### src/rtl/bcr_pkg.sv
package bcr_pkg;
   localparam logic [31:0] ID_WORD     = 32'h4103_4003;
   localparam logic [31:0] DECODE_WORD = 32'h0000_0011;
   localparam int          WP_POS      = 0;
   localparam int          CARD_POS    = 3;
   localparam int          NUM_REGS    = 4;

   typedef enum logic [1:0] {
      SLOT_ID    = 2'd0,
      SLOT_FLASH = 2'd1,
      SLOT_INT   = 2'd2,
      SLOT_DEC   = 2'd3
   } slot_e;
endpackage

### src/rtl/bcr_sync.sv
module bcr_sync #(
   parameter int WIDTH  = 2,
   parameter int STAGES = 2
) (
   input  logic             clk,
   input  logic             rst_n,
   input  logic [WIDTH-1:0] async_in,
   output logic [WIDTH-1:0] sync_out
);
   if (STAGES < 2) begin : g_bad
      $error("bcr_sync: STAGES must be at least 2");
   end

   logic [WIDTH-1:0] chain [STAGES];

   for (genvar s = 0; s < STAGES; s++) begin : g_stage
      always_ff @(posedge clk or negedge rst_n) begin
         if (!rst_n) begin
            chain[s] <= '0;
         end else if (s == 0) begin
            chain[s] <= async_in;
         end else begin
            chain[s] <= chain[(s == 0) ? 0 : s-1];
         end
      end
   end

   assign sync_out = chain[STAGES-1];
endmodule

### src/rtl/bcr_card_state.sv
module bcr_card_state (
   input  logic clk,
   input  logic rst_n,
   input  logic cd_sync,
   input  logic clr_req,
   output logic card_flag
);
   logic flag_q;

   // A set request takes priority over a same-cycle acknowledge.
   always_ff @(posedge clk or negedge rst_n) begin
      if (!rst_n)       flag_q <= 1'b0;
      else if (cd_sync) flag_q <= 1'b1;
      else if (clr_req) flag_q <= 1'b0;
   end

   assign card_flag = flag_q;
endmodule

### src/rtl/bcr_rd_mux.sv
module bcr_rd_mux
   import bcr_pkg::*;
(
   input  logic        rd_en,
   input  logic        in_window,
   input  slot_e       slot,
   input  logic [31:0] int_word,
   output logic [31:0] rdata
);
   always_comb begin
      rdata = '0;
      if (rd_en && in_window) begin
         unique case (slot)
            SLOT_ID:    rdata = ID_WORD;
            SLOT_FLASH: rdata = '0;
            SLOT_INT:   rdata = int_word;
            SLOT_DEC:   rdata = DECODE_WORD;
            default:    rdata = '0;
         endcase
      end
   end
endmodule

### src/rtl/board_ctl_regs.sv
module board_ctl_regs
   import bcr_pkg::*;
#(
   parameter int ADDR_W      = 23,
   parameter int SYNC_STAGES = 2,
   parameter bit ERR_EN      = 1'b1
) (
   input  logic              clk,
   input  logic              rst_n,
   input  logic              bus_sel,
   input  logic              bus_wr,
   input  logic [ADDR_W-1:0] bus_addr,
   input  logic [31:0]       bus_wdata,
   output logic [31:0]       bus_rdata,
   output logic              bus_err,
   input  logic              wp_in,
   input  logic              cd_in,
   output logic              card_irq
);
   localparam int IDX_W  = ADDR_W - 2;
   localparam int SLOT_W = $clog2(NUM_REGS);

   if (ADDR_W < 2 + SLOT_W + 1) begin : g_chk_addr
      $error("board_ctl_regs: ADDR_W too small");
   end

   logic [IDX_W-1:0] word_idx;
   logic             in_window;
   slot_e            slot;
   logic             wp_s, cd_s;
   logic             card_flag;
   logic             clr_req;
   logic [31:0]      int_word;
   logic             unused_bits;

   assign word_idx  = bus_addr[ADDR_W-1:2];
   assign in_window = (word_idx >> SLOT_W) == '0;
   assign slot      = slot_e'(word_idx[SLOT_W-1:0]);
   assign unused_bits = ^{bus_addr[1:0], bus_wdata};

   bcr_sync #(.WIDTH(2), .STAGES(SYNC_STAGES)) u_sync (
      .clk      (clk),
      .rst_n    (rst_n),
      .async_in ({cd_in, wp_in}),
      .sync_out ({cd_s, wp_s})
   );

   assign clr_req = bus_sel && bus_wr && in_window && (slot == SLOT_INT)
                    && bus_wdata[CARD_POS];

   bcr_card_state u_card (
      .clk       (clk),
      .rst_n     (rst_n),
      .cd_sync   (cd_s),
      .clr_req   (clr_req),
      .card_flag (card_flag)
   );

   always_comb begin
      int_word           = '0;
      int_word[WP_POS]   = wp_s;
      int_word[CARD_POS] = card_flag;
   end

   bcr_rd_mux u_rd (
      .rd_en     (bus_sel && !bus_wr),
      .in_window (in_window),
      .slot      (slot),
      .int_word  (int_word),
      .rdata     (bus_rdata)
   );

   assign card_irq = card_flag;

   if (ERR_EN) begin : g_err
      logic err_q;
      always_ff @(posedge clk or negedge rst_n) begin
         if (!rst_n) err_q <= 1'b0;
         else        err_q <= bus_sel && !in_window;
      end
      assign bus_err = err_q;
   end else begin : g_noerr
      assign bus_err = 1'b0;
   end
endmodule

### config.mk
export PLATFORM = sky130hd
export DESIGN_NAME = board_ctl_regs
export DESIGN_NICKNAME = d
export VERILOG_FILES = /design/src/rtl/bcr_pkg.sv /design/src/rtl/bcr_sync.sv /design/src/rtl/bcr_card_state.sv /design/src/rtl/bcr_rd_mux.sv /design/src/rtl/board_ctl_regs.sv
export SDC_FILE = /design/constraint.sdc
export NUM_CORES = 1
export LEC_CHECK = 0
export BUFFER_PORTS_ARGS = -buffer_cell sky130_fd_sc_hd__buf_4
export CORE_UTILIZATION = 25
export CTS_BUF_LIST = sky130_fd_sc_hd__clkbuf_8
export DETAILED_ROUTE_END_ITERATION = 8
export MAX_ROUTING_LAYER = met4
export PLACE_DENSITY = 0.88
export REMOVE_ABC_BUFFERS = 1
export SLEW_MARGIN = 20
export SYNTH_ARGS = -nofsm -noshare
export SYNTH_HDL_FRONTEND = slang
export SYNTH_SLANG_ARGS = --single-unit
### constraint.sdc
create_clock -name clk -period 1.1 [get_ports clk]
set_input_delay 0.11 -clock clk [delete_from_list [all_inputs] [get_ports clk]]
set_output_delay 0.11 -clock clk [all_outputs]
set_load 0.005 [all_outputs]
==> results of run 1 <==
stage by stage:
step | hold slack, ns | instance area [µm²] | total power [µW]
after detailed placement | -0.0823 | 778 | 367
after CTS | 0.148 | 938 | 729
after global placement | -0.0841 | 778 | 364
final | 0.138 | 947 | 723
after global routing | 0.162 | 947 | 763
after floorplan | -0.186 | 414 | 272
synth_stat cells:
library cell,n
and4b_1,1
and4bb_1,1
buf_4,28
conb_1,1
dfrtp_1,6
mux2i_1,1
nand2_1,2
nand3_1,2
nand3_2,1
nand4_1,1
nor2_1,3
nor2b_1,2
nor3_1,4
nor4_2,4
o21a_1,1
o21ba_1,1
metal layers:
metal | GRT usage [%] | up-vias
li1 | - | 243
met1 | 11.2 | 244
met2 | 25.4 | 39
met3 | 1.89 | 0
met4 | 5.88 | 0
met5 | - | -
final timing paths:
check	start	to	slack (ns)
setup / recovery	bus_addr[13]	bus_rdata[0]	-0.11
hold / removal	bus_sel	bus_err	0.14
setup reg to reg	u_sync.sync_out[1]	u_card.card_flag	0.11
hold reg to reg	u_sync.chain[3]	u_sync.sync_out[1]	0.34
max in group asynchronous	rst_n	bus_err	0.76
min in group asynchronous	rst_n	u_sync.chain[2]	0.22
worst max-delay path: cells and delay by family:
family                 cells  cell delay (ns)
AND/OR/NAND/NOR            3             0.65
buffers and inverters      3             0.34
area by class of cell:
class                           count  area [µm²]  share of cell area [%]
Tap cell                           27        33.8                    3.57
Sequential cell                     6         150                    15.9
Timing Repair Buffer               50         413                    43.6
Multi-Input combinational cell     47         309                    32.6
Clock buffer                        3        41.3                    4.36
cells by family after synthesis:
group                  after synthesis  share of synthesized area [%]
AO/OA/AOI/OAI                        2                           3.23
buffers and inverters               28                           38.8
multiplexers                         1                           1.85
flip-flops                           6                           27.7
AND/OR/NAND/NOR                     21                           27.7
other                                1                          0.692
flip-flops by register name, summed over array words and instances, names as in the netlist:
signal / cells
bus_err: 1
u_sync.sync_out: 2
u_sync.chain: 2
u_card.card_flag: 1
power groups by stage:
stage	combinational [µW]	clock (µW)	sequential, µW
global route	184	344	235
floorplan	35.2	0	236
detailed placement	130	0	237
CTS	163	332	234
global placement	127	0	237
finish	167	322	234
cells in the final DEF, fill, tap and decap left out:
master         instances
buf_4                 39
conb_1                23
buf_6                  8
dfrtp_1                6
nor4_4                 4
nor2_1                 3
clkbuf_8               3
dlygate4sd3_1          3
nand2_1                2
nor3_2                 2
nor2b_1                2
nand3_1                2
nor3_1                 2
nand3_2                1
mux2i_1                1
and4bb_1               1
o21a_1                 1
and4b_1                1
nand4_1                1
o21ba_1                1
timing repair:
| action | 4_1_cts | 5_1_grt |
|---|---|---|
| buffers inserted | 3 | 0 |
| hold endpoints to repair | 8 | 0 |
| cloned | 0 | 0 |
| pin swaps | 6 | 1 |
| hold buffers | 3 | 0 |
| gates resized for setup | 12 | 2 |
| endpoints found under the setup margin | 9 | 9 |
==> summary.md, run 1 <==
| Metric | Value |
|---|---|
| Count of input and output buffers | 38 |
| Final-stage net count | 169 |
| Depth of the worst register-to-register path | 3 |
| CTS buffer count | 3 |
| Combinational group share of total power | 23.1% |
| Required time of the critical path | 0.99 ns |
| Cells after DPL | 124 |
| Wire length on met2 | 788 µm |
| Ordered cell list for the critical path | buf_6, nor4_4, nand2_1, buf_6, and4bb_1, buf_4 |
| Internal power of the cells | 563 µW |
| Post-synthesis area per instance | 9.18 µm² |
| Worst Hold Path Cells | 2 |
| Routed WL per cell | 10.1 µm |
| Max Buffers Root-to-Sink | 2 |
| Minimum period implied by the final worst setup slack | 1.21 ns |
| Final Max Tran Viols | 0 |
| RSZ-0062 raised after global routing | yes |
| Count of cell types in the netlist | 16 |
| Data arrival time at the worst-slack endpoint | 1.10 ns |
| Largest net degree at the start of global routing | 7 |
| Wire length of the first global-routing pass | 2.24 mm |
| Worst supply voltage drop on vdd | 0.696 mV |
| Portion of the post-synthesis area used by sequential elements | 27.7% |
| Fraction of the core area covered by cells at the end of the flow | 47.3% |
| Fraction of power consumed by sequential logic | 32.4% |
| Die outline height | 48.6 µm |
| Root Buffer Master | clkbuf_8 |
| Final GP Congestion | 0.800 |
| Pre-CTS WS | -0.163 ns |
| Area Growth Syn to Fin | 74.8% |
| Post-synth top area cell | buf_4 |
| Count of endpoints failing hold in the final timing report | 0 |
| CP endpoint kind | primary output |
| Critical path startpoint category | input pin |
| Number of storage elements in the synthesis netlist | 6 |
| Setup Viol. Count Final | 9 |
| Via count of the routed design | 526 |
| Initial core utilization | 27.1% |
| Clk sinks | 6 |
| Upper clock frequency limit | 0.826 GHz |
| Via count of the first global-routing pass | 509 |
| CP Max Fanout | 4 |
| Reported leakage power | 0.000467 µW |
| Top cell by count, worst path | buf_6 |
| Clock edge transition at the registers on the reported setup and hold paths | 0.03 ns |
| DR DRC count | 0 |
| Post-synthesis instance area | 542 µm² |
| Path class of the lowest-slack min-delay path | in2reg |
| HPWL after detailed placement | 1.02 mm |
| Total of max-cap violations | 0 |
| Yosys Warn Count | 0 |
| Uppermost layer routed | met3 |
| Routed Antenna Nets | 0 |
| Aggregate negative setup slack | -0.752 ns |
| Layout cells sized above 1 | 53.8% |
| H-tree level count | 1 |
| Diodes inserted | 0 |
| Failing checks | negative setup slack |
| Areal power density over the cells | 764 mW/mm² |
| Top post-synthesis cells by area | buf_4 (39%), dfrtp_1 (28%), nor4_2 (9.2%) |
| Clock group share of total power | 44.5% |
| Post-route worst setup slack | -0.111 ns |
| Worst clock skew | 0.00252 ns |
| CP peak stage delay | 0.28 ns |
| Remaining global-route overflow | 0 |
| FP Rows | 16 |
| Total length of routed met3 wires | 136 µm |
| Drt initial violations | 0 |
| Final Cycle Share | 110% |
| Cell Count, Final, Fillers Out | 133 |
| Area of the core | 0.00200 mm² |
| Total detailed-routing wirelength | 1.34 mm |
| Routed met1 length | 417 µm |
| Cell at the slowest stage of the critical path | nor4_4 |
| Fill cells | 194 |
| Area enclosed by the die boundary | 0.00236 mm² |
| Initial antenna violation count | 0 |
| Ratio of routed vias to standard cells | 3.95 |
| Category of the most critical setup path | in2out |
| Overall die width | 48.6 µm |
| Switch share | 22.1% |
| Source-to-sink clock delay at the later pin of the worst-skew pair | 0.22 ns |
| TritonCTS clock tree | built |
| Total GRT Usage | 12.6% |
| Status | complete, but fails checks |
| Count of mapped cells out of synthesis | 59 |
| Number of detailed-route iterations in the first pass | 1 |
| I/O pin total | 95 |
| Sw Pwr | 160 µW |
| Post-synth top area share | 38.8% |
Note: power is estimated with default switching activity, not from simulation.
==> run 2: changes to the inputs <==
- GPL_TIMING_DRIVEN: unset -> 0
==> summary.md, run 2 (same netlist as run 1, synthesis figures left out) <==
| Metric | Value |
|---|---|
| Status | complete, but fails checks |
| Failing checks | negative setup slack |
| Final-stage net count | 164 (-3.0%) |
| Final Cycle Share | 110% (+0.31 points) |
| Drt initial violations | 2 (+2) |
| Final instance area | 910 µm² (-4.0%) |
| Clock edge transition at the registers on the reported setup and hold paths | 0.03 ns (about the same) |
| Final GP Congestion | 0.794 (-0.74%) |
| Most common cell after layout, fill and taps aside | buf_4 |
| Initial core utilization | 27.1% (unchanged) |
| Category of the most critical setup path | in2out |
| Worst reg2reg startpoint | u_sync.sync_out[1] |
| Path class of the lowest-slack min-delay path | in2reg |
| Remaining global-route overflow | 0 (unchanged) |
| Setup slack of the most critical reg-to-reg path | 0.11 ns (about the same) |
| Clk sinks | 6 (unchanged) |
| Area Growth Syn to Fin | 67.9% |
| Via count of the first global-routing pass | 487 (-4.3%) |
| Wire length of the first global-routing pass | 2.19 mm (-1.8%) |
| TritonCTS clock tree | built |
| Root Buffer Master | clkbuf_8 |
| FP Rows | 16 (unchanged) |
| Data arrival time at the worst-slack endpoint | 1.10 ns (about the same) |
| Setup Viol. Count Final | 9 (unchanged) |
| Critical path startpoint category | input pin |
| HPWL after detailed placement | 994 µm (-2.8%) |
| Worst supply voltage drop on vdd | 1.08 mV (+55%) |
| Required time of the critical path | 0.99 ns (about the same) |
| Final Max Tran Viols | 0 (unchanged) |
| Count of endpoints failing hold in the final timing report | 0 (unchanged) |
| Areal power density over the cells | 793 mW/mm² (+3.8%) |
| DR DRC count | 0 (unchanged) |
| Worst clock skew | 0.00518 ns (+0.00266 ns) |
| Total of max-cap violations | 0 (unchanged) |
| Overall die width | 48.6 µm (unchanged) |
| Area enclosed by the die boundary | 0.00236 mm² (unchanged) |
| Initial antenna violation count | 0 (unchanged) |
| CP endpoint kind | primary output |
| Number of detailed-route iterations in the first pass | 3 (+2) |
| Cell Area, Placed | 733 µm² (-5.8%) |
| Ratio of routed vias to standard cells | 3.92 (-0.83%) |
| Depth of the worst register-to-register path | 3 (unchanged) |
| Post-route worst setup slack | -0.114 ns (-0.00337 ns) |
| Area of the core | 0.00200 mm² (unchanged) |
| Layout cells sized above 1 | 51.5% (-2.3 points) |
| Diodes inserted | 0 (unchanged) |
| Minimum period implied by the final worst setup slack | 1.21 ns (+0.00337 ns) |
| Count of input and output buffers | 38 (unchanged) |
| Total GRT Usage | 13.0% (+0.48 points) |
| CTS buffer count | 3 (unchanged) |
| RSZ-0062 raised after global routing | yes |
| Routed Antenna Nets | 0 (unchanged) |
| Total detailed-routing wirelength | 1.38 mm (+2.8%) |
| Worst Hold Path Cells | 2 (unchanged) |
| Cells after DPL | 118 (-4.8%) |
| CP Max Fanout | 6 (+2) |
| Routed WL per cell | 10.8 µm (+6.9%) |
| Worst hold path startpoint | bus_sel |
| Upper clock frequency limit | 0.824 GHz (-0.28%) |
| Commonest cells after routing, fill and taps aside | buf_4 (36), conb_1 (23), dfrtp_1 (6) |
| Reported leakage power | 0.000456 µW (-2.4%) |
| Terminating pin of the worst hold path | bus_err |
| I/O pin total | 95 (unchanged) |
| Via count of the routed design | 502 (-4.6%) |
| Die outline height | 48.6 µm (unchanged) |
| R2r endpoint | u_card.card_flag |
| Cell Count, Final, Fillers Out | 128 (-3.8%) |
| Max Buffers Root-to-Sink | 2 (unchanged) |
| H-tree level count | 1 (unchanged) |
| Source-to-sink clock delay at the later pin of the worst-skew pair | 0.22 ns (about the same) |
| Worst hold slack across all endpoints | 0.131 ns (-0.00662 ns) |
| Largest net degree at the start of global routing | 7 (unchanged) |
==> run 2: cell count changes in the layout (fill, tap and decap cells not counted) <==
cell     delta
nor3_4      +1
nand2_2     +1
buf_8       +1
nor3_1      +1
nand2_1     -1
buf_6       -3
buf_4       -3
nor3_2      -2
==> run 2: what timing repair did <==
action | in CTS | in global routing
cloned | 0 | 0
endpoints found under the setup margin | 9 | 9
hold buffers | 3 | 0
hold endpoints to repair | 8 | 0
pin swaps | 8 | 0
gates resized for setup | 13 | 1
buffers inserted | 4 | 0
==> run 2: report_power, final <==
group,internal (µW),total (µW),switching (µW)
clock network,234,320,85.8
logic,96.3,167,70.4
registers,231,234,2.87
total,562,721,159
==> run 2: per-layer routing <==
metal	GRT usage, %	up-vias	share of wire (%)
met5	-	-	0
met4	4.90	0	2.0
met3	5.03	2	10
met2	26.1	43	60
met1	10.4	223	28
li1	-	234	-
==> run 2: how the worst max path moves through the flow <==
stage | startpoint | endpoint
finish | bus_addr[13] | bus_rdata[1]
global route | bus_addr[22] | bus_rdata[1]
CTS | bus_addr[13] | bus_rdata[1]
detailed placement | bus_addr[10] | bus_rdata[1]
global placement | bus_addr[9] | bus_rdata[17]
floorplan | bus_addr[5] | bus_rdata[14]
==> run 2: area by class of cell <==
class | instances | area, µm²
Tap cell | 27 | 33.8
Timing Repair Buffer | 45 | 372
Fill cell | 187 | 1090
Clock buffer | 3 | 41.3
Multi-Input combinational cell | 47 | 313
Sequential cell | 6 | 150
==> run 2: metrics by stage <==
| step | utilization (%) | worst slack (ns) | power, µW | setup TNS, ns |
|---|---|---|---|---|
| floorplan | - | -0.267 | 272 | -1.60 |
| global placement | 36.6 | -0.450 | 360 | -2.97 |
| detailed placement | 36.6 | -0.519 | 365 | -3.45 |
| CTS | 45.3 | -0.125 | 731 | -0.907 |
| global route | 45.4 | -0.204 | 769 | -1.65 |
| finish | 45.4 | -0.114 | 721 | -0.906 |
==> run 2: critical path, cell delays in order <==
cell	delay, ns
buf_6	0.10
nor4_4	0.30
nand2_2	0.14
nor3_4	0.29
buf_4	0.16
==> run 3: changes to the inputs <==
- CAP_MARGIN: unset -> 20
- CORE_MARGIN: unset -> 5
==> summary.md, run 3 (same netlist as run 1, synthesis figures left out) <==
| Metric | Value |
|---|---|
| Minimum period implied by the final worst setup slack | 1.24 ns (+0.0233 ns) |
| Worst clock skew | 0.00207 ns (-0.00310 ns) |
| Clk sinks | 6 (unchanged) |
| Max Buffers Root-to-Sink | 2 (unchanged) |
| Count of endpoints failing hold in the final timing report | 0 (unchanged) |
| Setup slack of the most critical reg-to-reg path | 0.09 ns (-0.02 ns) |
| FP Rows | 16 (unchanged) |
| DR DRC count | 0 (unchanged) |
| Most common cell after layout, fill and taps aside | buf_4 |
| Total GRT Usage | 10.3% (-2.7 points) |
| Total detailed-routing wirelength | 1.71 mm (+24%) |
| Remaining global-route overflow | 0 (unchanged) |
| Via count of the routed design | 528 (+5.2%) |
| HPWL after detailed placement | 1.29 mm (+30%) |
| Drt initial violations | 4 (+2) |
| Category of the most critical setup path | in2out |
| Start point of the critical path | bus_addr[9] |
| Worst Hold Path Cells | 2 (unchanged) |
| Final GP Congestion | 0.743 (-6.5%) |
| Layout cells sized above 1 | 56.7% (+5.2 points) |
| Clock edge transition at the registers on the reported setup and hold paths | 0.03 ns (about the same) |
| Final Cycle Share | 112% (+2.1 points) |
| Largest net degree at the start of global routing | 7 (unchanged) |
| Area Growth Syn to Fin | 79.2% |
| Routed Antenna Nets | 0 (unchanged) |
| Fill cells | 174 (-7.0%) |
| Area of the core | 0.00202 mm² (+1.0%) |
| CTS buffer count | 3 (unchanged) |
| Required time of the critical path | 0.99 ns (about the same) |
| Commonest cells after routing, fill and taps aside | buf_4 (35), conb_1 (23), buf_6 (10) |
| Critical path startpoint category | input pin |
| Count of input and output buffers | 38 (unchanged) |
| Upper clock frequency limit | 0.808 GHz (-1.9%) |
| Area enclosed by the die boundary | 0.00320 mm² (+36%) |
| Initial antenna violation count | 0 (unchanged) |
| Area of all sequential standard cells | 150 µm² (unchanged) |
| Ratio of routed vias to standard cells | 4.03 (+2.8%) |
| Diodes inserted | 0 (unchanged) |
| Depth of the worst register-to-register path | 3 (unchanged) |
| Aggregate negative setup slack | -1.05 ns (-0.140 ns) |
| Root Buffer Master | clkbuf_8 |
| Failing checks | negative setup slack |
| Final Max Tran Viols | 0 (unchanged) |
| Die outline height | 56.6 µm (+16%) |
| Area of the multi-input gates | 340 µm² (+8.8%) |
| Cell at the slowest stage of the critical path | nor4_4 |
| Worst hold path startpoint | bus_sel |
| Source-to-sink clock delay at the later pin of the worst-skew pair | 0.22 ns (about the same) |
| CP endpoint kind | primary output |
| Setup Viol. Count Final | 9 (unchanged) |
| Final-stage net count | 167 (+1.8%) |
| Status | complete, but fails checks |
| Routed WL per cell | 13.1 µm (+21%) |
| Path class of the lowest-slack min-delay path | in2reg |
| Ordered cell list for the critical path | buf_6, nor4_4, nand2_2, and4bb_1, buf_4 |
| Cell family with most CP delay | simple AND/OR/NAND/NOR gates |
| Worst reg2reg startpoint | u_sync.sync_out[1] |
| Reported leakage power | 0.000474 µW (+4.0%) |
| Worst supply voltage drop on vdd | 0.977 mV (-9.4%) |
| Wire length of the first global-routing pass | 2.49 mm (+13%) |
| Buffers and inverters on the worst path | 2 (unchanged) |
| Data arrival time at the worst-slack endpoint | 1.13 ns (+0.03 ns) |
| Total of max-cap violations | 0 (unchanged) |
| Areal power density over the cells | 751 mW/mm² (-5.3%) |
| Post-route worst setup slack | -0.137 ns (-0.0233 ns) |
| CP Max Fanout | 4 (-2) |
| Pre-CTS WS | -0.538 ns (-0.0197 ns) |
| R2r endpoint | u_card.card_flag |
| TritonCTS clock tree | built |
| Via count of the first global-routing pass | 553 (+14%) |
| Number of detailed-route iterations in the first pass | 3 (unchanged) |
| Initial core utilization | 26.8% (-0.27 points) |
| RSZ-0062 raised after global routing | yes |
| CP peak stage delay | 0.33 ns (+0.03 ns) |
| H-tree level count | 1 (unchanged) |
| Terminating pin of the worst hold path | bus_err |
| Overall die width | 56.6 µm (+16%) |
| Fraction of the core area covered by cells at the end of the flow | 48.0% (+2.6 points) |
| I/O pin total | 95 (unchanged) |
[run 3: where the power goes]
part	switching (µW)	internal (µW)	leakage, µW
Combinational	77.4	99.4	0.000385
Clock	83.4	234	0.0000216
Sequential	3.18	231	0.0000670
Total	164	565	0.000474
[run 3: routing by layer]
metal	wire (µm)	up-vias	track usage (%)
li1	-	240	-
met1	450	233	8.26
met2	897	51	18.8
met3	329	4	7.11
met4	34	0	2.71
met5	0	-	-
[run 3: through the flow]
step | instances | hold WS, ns | power (µW) | cell area, µm²
after floorplan | 53 | -0.186 | 272 | 414
after global placement | 118 | -0.0841 | 361 | 733
after detailed placement | 118 | -0.0809 | 366 | 733
after CTS | 127 | 0.130 | 727 | 898
after global routing | 131 | 0.140 | 778 | 971
final | 131 | 0.137 | 729 | 971
[run 3: area by class of cell]
cell class                      count  share of cell area (%)
Timing Repair Buffer               48                    41.8
Multi-Input combinational cell     47                    35.1
Sequential cell                     6                    15.5
Clock buffer                        3                    4.25
Tap cell                           27                    3.48
[run 3: timing repair]
item	CTS	global route
hold endpoints to repair	8	0
pin swaps	8	7
setup buffers	3	4
resized for setup	13	9
cloned	0	0
setup endpoints to repair	9	9
hold buffers	3	0
[run 3: worst reg2reg max path: cells and delay by family, from the launching register on]
| family | cells | cell delay, ns |
|---|---|---|
| AOI/OAI and AO/OA | 1 | 0.19 |
| DFF | 1 | 0.36 |
| and+or+nand+nor | 2 | 0.35 |
[run 3: worst max-delay path by stage]
stage	slack, ns	to	cells after the start
after detailed placement	-0.54	bus_rdata[24]	5
after floorplan	-0.27	bus_rdata[14]	3
after CTS	-0.14	bus_rdata[24]	5
final	-0.14	bus_rdata[0]	5
after global routing	-0.21	bus_rdata[16]	5
after global placement	-0.48	bus_rdata[1]	5
